[src/rtl/pgsup_pkg.sv]
package pgsup_pkg;
   // comparator lanes, in filter array order
   localparam int N_CMP  = 4;
   localparam int CMP_LO = 0;
   localparam int CMP_HI = 1;
   localparam int CMP_OV = 2;
   localparam int CMP_UV = 3;

   function automatic int unsigned cnt_width(input int unsigned n);
      return (n > 1) ? $clog2(n) : 1;
   endfunction
endpackage

[src/rtl/pgsup_filt.sv]
module pgsup_filt #(
   parameter int unsigned FILT_CYC = 8
) (
   input  logic clk,
   input  logic vcc_ok,
   input  logic raw,
   output logic flt
);
   import pgsup_pkg::*;
   localparam int unsigned CW = cnt_width(FILT_CYC);

   generate
      if (FILT_CYC < 1) begin : g_bad_len
         $error("pgsup_filt: FILT_CYC must be at least 1");
      end
      if (FILT_CYC == 1) begin : g_pass
         always_ff @(posedge clk or negedge vcc_ok) begin
            if (!vcc_ok) flt <= 1'b0;
            else         flt <= raw;
         end
      end else begin : g_count
         localparam logic [CW-1:0] LAST = CW'(FILT_CYC - 1);
         logic [CW-1:0] cnt;
         always_ff @(posedge clk or negedge vcc_ok) begin
            if (!vcc_ok) begin
               cnt <= '0;
               flt <= 1'b0;
            end else if (!raw) begin
               cnt <= '0;
               flt <= 1'b0;
            end else if (cnt == LAST) begin
               flt <= 1'b1;
            end else begin
               cnt <= cnt + 1'b1;
            end
         end
      end
   endgenerate
endmodule

[src/rtl/pgsup_fault.sv]
module pgsup_fault (
   input  logic clk,
   input  logic vcc_ok,
   input  logic en,
   input  logic ot_flag,
   input  logic ss_done,
   input  logic uv_flt,
   input  logic ocp_latch,
   output logic run,
   output logic ss_restart,
   output logic latched
);
   logic ot_q;
   logic run_prev;

   always_ff @(posedge clk or negedge vcc_ok) begin
      if (!vcc_ok) begin
         ot_q     <= 1'b0;
         run_prev <= 1'b0;
         latched  <= 1'b0;
      end else begin
         ot_q     <= ot_flag;
         run_prev <= run;
         if (!en || ot_q)
            latched <= 1'b0;
         else if ((uv_flt && ss_done) || ocp_latch)
            latched <= 1'b1;
      end
   end

   assign run        = vcc_ok & en & ~latched & ~ot_q;
   assign ss_restart = run & ~run_prev;
endmodule

[src/rtl/pgsup_out.sv]
module pgsup_out (
   input  logic vcc_ok,
   input  logic run,
   input  logic ss_done,
   input  logic lo_flt,
   input  logic hi_flt,
   input  logic ov_flt,
   input  logic hs_req,
   input  logic ls_req,
   output logic pg,
   output logic force_ls,
   output logic hs_on,
   output logic ls_on
);
   always_comb begin
      force_ls = vcc_ok & ov_flt;
      pg       = run & ss_done & ~lo_flt & ~hi_flt;
      hs_on    = run & hs_req & ~force_ls;
      ls_on    = force_ls | (run & ls_req & ~hs_req);
   end
endmodule

[src/rtl/pgsup_top.sv]
module pgsup_top #(
   parameter int unsigned FILT_CYC = 8
) (
   input  logic clk,
   input  logic vcc_ok,
   input  logic en,
   input  logic ss_done,
   input  logic ot_flag,
   input  logic win_lo,
   input  logic win_hi,
   input  logic ov_cmp,
   input  logic uv_cmp,
   input  logic ocp_latch,
   input  logic hs_req,
   input  logic ls_req,
   output logic pg,
   output logic force_ls,
   output logic hs_on,
   output logic ls_on,
   output logic run,
   output logic ss_restart
);
   import pgsup_pkg::*;

   logic [N_CMP-1:0] cmp_raw;
   logic [N_CMP-1:0] cmp_flt;
   logic             uv_flt;
   logic             ov_flt;
   logic             latched;

   generate
      if (FILT_CYC < 1) begin : g_bad_len
         $error("pgsup_top: FILT_CYC must be at least 1");
      end
   endgenerate

   always_comb begin
      cmp_raw         = '0;
      cmp_raw[CMP_LO] = win_lo;
      cmp_raw[CMP_HI] = win_hi;
      cmp_raw[CMP_OV] = ov_cmp;
      cmp_raw[CMP_UV] = uv_cmp;
   end

   genvar gi;
   generate
      for (gi = 0; gi < N_CMP; gi++) begin : g_filt
         pgsup_filt #(.FILT_CYC(FILT_CYC)) u_filt (
            .clk    (clk),
            .vcc_ok (vcc_ok),
            .raw    (cmp_raw[gi]),
            .flt    (cmp_flt[gi])
         );
      end
   endgenerate

   assign uv_flt = cmp_flt[CMP_UV];
   assign ov_flt = cmp_flt[CMP_OV];

   pgsup_fault u_fault (
      .clk        (clk),
      .vcc_ok     (vcc_ok),
      .en         (en),
      .ot_flag    (ot_flag),
      .ss_done    (ss_done),
      .uv_flt     (uv_flt),
      .ocp_latch  (ocp_latch),
      .run        (run),
      .ss_restart (ss_restart),
      .latched    (latched)
   );

   pgsup_out u_out (
      .vcc_ok   (vcc_ok),
      .run      (run),
      .ss_done  (ss_done),
      .lo_flt   (cmp_flt[CMP_LO]),
      .hi_flt   (cmp_flt[CMP_HI]),
      .ov_flt   (ov_flt),
      .hs_req   (hs_req),
      .ls_req   (ls_req),
      .pg       (pg),
      .force_ls (force_ls),
      .hs_on    (hs_on),
      .ls_on    (ls_on)
   );
endmodule

[config.mk]
export PLATFORM = sky130hd
export DESIGN_NAME = pgsup_top
export DESIGN_NICKNAME = d
export VERILOG_FILES = /design/src/rtl/pgsup_pkg.sv /design/src/rtl/pgsup_filt.sv /design/src/rtl/pgsup_fault.sv /design/src/rtl/pgsup_out.sv /design/src/rtl/pgsup_top.sv
export SDC_FILE = /design/constraint.sdc
export NUM_CORES = 1
export LEC_CHECK = 0
export BUFFER_PORTS_ARGS = -buffer_cell sky130_fd_sc_hd__buf_4
export CORE_MARGIN = 2
export CORE_UTILIZATION = 59
export CTS_BUF_LIST = sky130_fd_sc_hd__clkbuf_4 sky130_fd_sc_hd__clkbuf_8
export DETAILED_ROUTE_END_ITERATION = 10
export PLACE_DENSITY = 0.95
export SETUP_SLACK_MARGIN = 0.4
export SLEW_MARGIN = 0
export SYNTH_ARGS = -nofsm -noshare
export SYNTH_HDL_FRONTEND = slang
export SYNTH_HIERARCHICAL = 1
export SYNTH_SLANG_ARGS = --single-unit
export TNS_END_PERCENT = 100
[constraint.sdc]
create_clock -name clk -period 3.7 [get_ports clk]
set_clock_uncertainty 0.2 [all_clocks]
set_input_delay 0.37 -clock clk [delete_from_list [all_inputs] [get_ports clk]]
set_output_delay 0.37 -clock clk [all_outputs]
set_load 0.01 [all_outputs]
# Yosys cells after proc, flatten, opt, wreduce, memory -nomap -nowiden
# Cells that the tools add are included.
# totals
wordCells	70
register_bits	19
inputBits	12
out_inout_bits	6
# op_classes
eq_ne	12
muxes	18
n_reduce_logical	5
n_bitwise	20
add_sub_neg	4
# ops
operator	count
$mux 3	8
$add 3x1->3 const B	4
$and 1x1->1	12
$eq 3x3->1 const B	4
$mux 1	10
$ne 2x1->1 const B	4
$ne 2x2->1 const B	4
$not 1->1	7
$logic_or 1x1->1	2
$reduce_bool 2->1	1
$logic_and 1x1->1	1
$logic_not 1->1	1
$or 1x1->1	1

# Longest topological paths before layout
# depth
depth_word	6
depth_mapped	4
mapped_depth_nobuf	4

# Modules after synthesis
# Netlist, hierarchy kept.
# modules_own_cells
module	instances	cells_per_inst	area_each_um2	seq_area_each_um2
pgsup_filt	4	13	180.2	100.1
pgsup_fault	1	7	111.4	75.1
pgsup_out	1	7	31.3	0.0

# Worst setup path before layout
# Ideal clock, no wire load.
# synth_timing
path_type	reg-to-output
start	register u_fault.latched
end	output port pg
slack_ns	2.062
required_time_ns	3.130
arrival_ns	1.068
path_buffers	0
stages_incl_launch_ff	4
path_cell_list	dfrtp_1 -> and4bb_1 -> nand2_1 -> nor3_1
# synth_via
elab_chain_len	6
# synth_lines
element	line	source
start: declaration	pgsup_fault.sv:11	output logic latched
start signal: assignment	pgsup_fault.sv:20	latched <= 1'b0;
start signal: assignment	pgsup_fault.sv:25	latched <= 1'b0;
start signal: assignment	pgsup_fault.sv:27	latched <= 1'b1;
$not 1->1	pgsup_fault.sv:31	assign run = vcc_ok & en & ~latched & ~ot_q;
$and 1x1->1 (2 in a row)	pgsup_fault.sv:31	
named net run	pgsup_top.sv:20	output logic run,
$and 1x1->1 (3 in a row)	pgsup_out.sv:17	pg = run & ss_done & ~lo_flt & ~hi_flt;
end: declaration	pgsup_top.sv:16	output logic pg,
# The timed path passes the listed nets, and every way through them passes these cells.

# Worst setup path after layout
# layout_timing
start	input port vcc_ok
end	output port pg
# layout_via
elab_chain_len	6
# layout_lines
element	line	source
start: declaration	pgsup_top.sv:5	input logic vcc_ok,
$and 1x1->1 (3 in a row)	pgsup_fault.sv:31	
$and 1x1->1 (3 in a row)	pgsup_out.sv:17	
# No other way between the ends.

==> flow_summary_export.csv <==
group,metric,value,unit
floorplanning,die-area,1790,µm²
placed_design,pre_cts_slack,1.80,ns
clock_tree,cts_inserted_buffers,3,
clock_tree,cts.sinks,19,
setup_path,worstSetupPathType,"in -> out",
synth,synth.distinct_cells,16,
setup_path,critical_path_arrival,1.87,ns
detailed_routing,ant_nets,0,
placed_design,portBuffers,17,
floorplanning,die_h,42.3,µm
synth,yosysWarningCount,6,
placed_design,dp.cells,98,
sta,holdWs,0.0976,ns
sta,setup_viol,0,
clock_tree,clk_latency,0.29,ns
global_route,grt-ovfl-total,0,
power,worst_ir_drop_vdd,262,µV
placed_design,postPlaceCellArea,1010,µm²
clock_tree,root_buffer,"clkbuf_4",
setup_path,required,3.13,ns
finish,nNetsFinal,110,
detailed_routing,vias,561,
finish,antenna_cells,0,
sta,hold_viol_final,0,
sta,finalWorstSetupSlack,1.26,ns
finish,area_growth_syn_to_layout,22.5,%
setup_path,endpoint_kind,"output port",
synth,ys_seq_elements,19,
synth,synth_fp_nets,86,
synth,syn_avg_cell_area,13.1,µm²
clock_tree,htreeDepth,1,
sta,setup_tns,0,ns
synth,syn-cell-area,863,µm²
sta,fmax,410,MHz
setup_path,cp_max_fo,21,
synth,yosysSeqAreaShare,0.551,
global_route,grt_pass1_wl,2400,µm
finish,fill_cells,94,
floorplanning,start_util,0.647,
synth,synthCells,66,
floorplanning,rows,13,
global_route,antenna_found_initial,0,
sta,layout_min_cycle_time,2.44,ns
sta,period_share,0.659,
finish,ff_latch_area,475,µm²
setup_path,start_kind,"input pin",
detailed_routing,wire_per_inst,12.8,µm
run_status,status,"complete, no violations",
finish,multiInputGateArea,384,µm²
global_route,grt_max_degree,22,
clock_tree,cts_tree,"built",
sta,rsz0062_at_grt,"no",
finish,drive_above_1_share,0.247,
power,p_leak,0.000528,µW
clock_tree,cts_max_path_buffers,2,
placed_design,gp_congestion,0.655,
placed_design,dp_hpwl,1000,µm
floorplanning,die_w,42.3,µm
hold_path,hold_path_class,"in -> reg",
sta,tightest_slew,0.242,ns
global_route,grt_pass1_vias,592,
sta,relSlewSlack,0.839,
clock_tree,clkTransAtPathRegs,0.11,ns
detailed_routing,routed_via_density,5.39,
detailed_routing,drt_iter0_drc,7,
floorplanning,design.core.area,1330,µm²
power,power_density,360,nW/µm²
finish,stdcell_count,104,
detailed_routing,wirelength,1340,µm
finish,design_area,1060,µm²
global_route,grt_usage,0.177,
floorplanning,io_pins,18,
sta,timing.final.max_slew_violations,0,
job,maxCapViolations,0,
detailed_routing,route.detailed.drc,0,
detailed_routing,dr.pass1.iters,3,
-- kinds of logic after synthesis --
family                   count (synthesis)  share of synthesized area
flip-flops                              19                      0.551
buffers and inverters                    1                    0.00434
multiplexers                             8                     0.0928
XOR/XNOR                                 4                     0.0406
AO/OA/AOI/OAI                            6                     0.0493
adder cells (fa/ha/maj)                  8                      0.116
AND/OR/NAND/NOR                         20                      0.146
-- power breakdown --
group	internal (µW)	leakage (µW)	switching, µW
Clock	40.2	0.0000177	61.2
Sequential	221	0.000252	8.02
Combinational	28.9	0.000258	21.7
Total	290	0.000528	91.0
-- routing by layer --
layer  track usage  vias up  part of all wire
met2         0.326       12              0.52
met4        0.0750        0            0.0037
met3        0.0259        2             0.040
met5             0        -                 0
li1              -      272                 -
met1         0.202      275              0.43
-- repair_timing --
item,CTS,global route
endpoints found under the hold margin,20,0
setup buffers,0,0
endpoints found under the setup margin,0,0
gates resized for setup,0,0
hold buffers,2,0
-- cell usage in the layout (no fill, tap or decap), drive strengths merged --
master and count:
nor3b 1, ha 8, inv 1, and4bb 1, and3 1, buf 17, o21ai 1, nor2b 9
clkbuf 3, dfrtp 19, dlygate4sd3 2, nand2 3, a211oi 1, xnor2 4, mux2i 8, o21a 4
clkinv 1, and2 4, nor3 1
-- cell usage after synthesis --
master,n,share of area
ha_1,8,0.12
inv_1,1,0.0043
a211oi_1,1,0.0087
and2_1,4,0.029
mux2i_1,8,0.093
nor3_1,1,0.0058
xnor2_1,4,0.041
nor3b_1,1,0.0087
o21ai_1,1,0.0058
o21a_1,4,0.035
and4bb_1,1,0.014
nor2b_2,1,0.010
nand2_1,3,0.013
nor2b_1,8,0.058
dfrtp_1,19,0.55
and3_1,1,0.0073
-- final timing paths --
kind                                                 startpoint  cells past startpoint  slack [ns]                              end
worst max-delay path                                     vcc_ok                      6        1.26                               pg
worst min-delay path                                     ov_cmp                      2         0.1             g_filt[2].u_filt/flt
worst max register to register  g_filt[3].u_filt/g_count.cnt[0]                      4        2.21  g_filt[3].u_filt/g_count.cnt[0]
worst min register to register                     u_fault/ot_q                      1        0.23                  u_fault/latched
max in group asynchronous                                vcc_ok                      2        2.80  g_filt[0].u_filt/g_count.cnt[2]
min in group asynchronous                                vcc_ok                      2        0.29  g_filt[3].u_filt/g_count.cnt[0]
-- stage by stage --
stage | utilization | power, µW
CTS | 0.793 | 385
floorplan | - | 259
global placement | 0.757 | 279
finish | 0.793 | 381
detailed placement | 0.757 | 283
global route | 0.793 | 402
-- sequential cells by signal, summed over array words and instances, names as in the netlist --
name                       count
g_filt.u_filt/g_count.cnt     12
u_fault/ot_q                   1
u_fault/latched                1
g_filt.u_filt/flt              4
u_fault/run_prev               1
-- final cells by class --
cell class | count | share of cell area
Sequential cell | 19 | 0.450
Multi-Input combinational cell | 46 | 0.363
Timing Repair Buffer | 19 | 0.140
Clock buffer | 3 | 0.0213
Tap cell | 15 | 0.0178
Clock inverter | 1 | 0.00473
Inverter | 1 | 0.00355
-- critical path, cell delays in order --
cell and delay, ns:
dlygate4sd3_1 0.54, buf_4 0.26, and4bb_1 0.33, nand2_1 0.08, nor3_1 0.13, buf_4 0.15
Note: power is estimated with default switching activity, not from simulation.
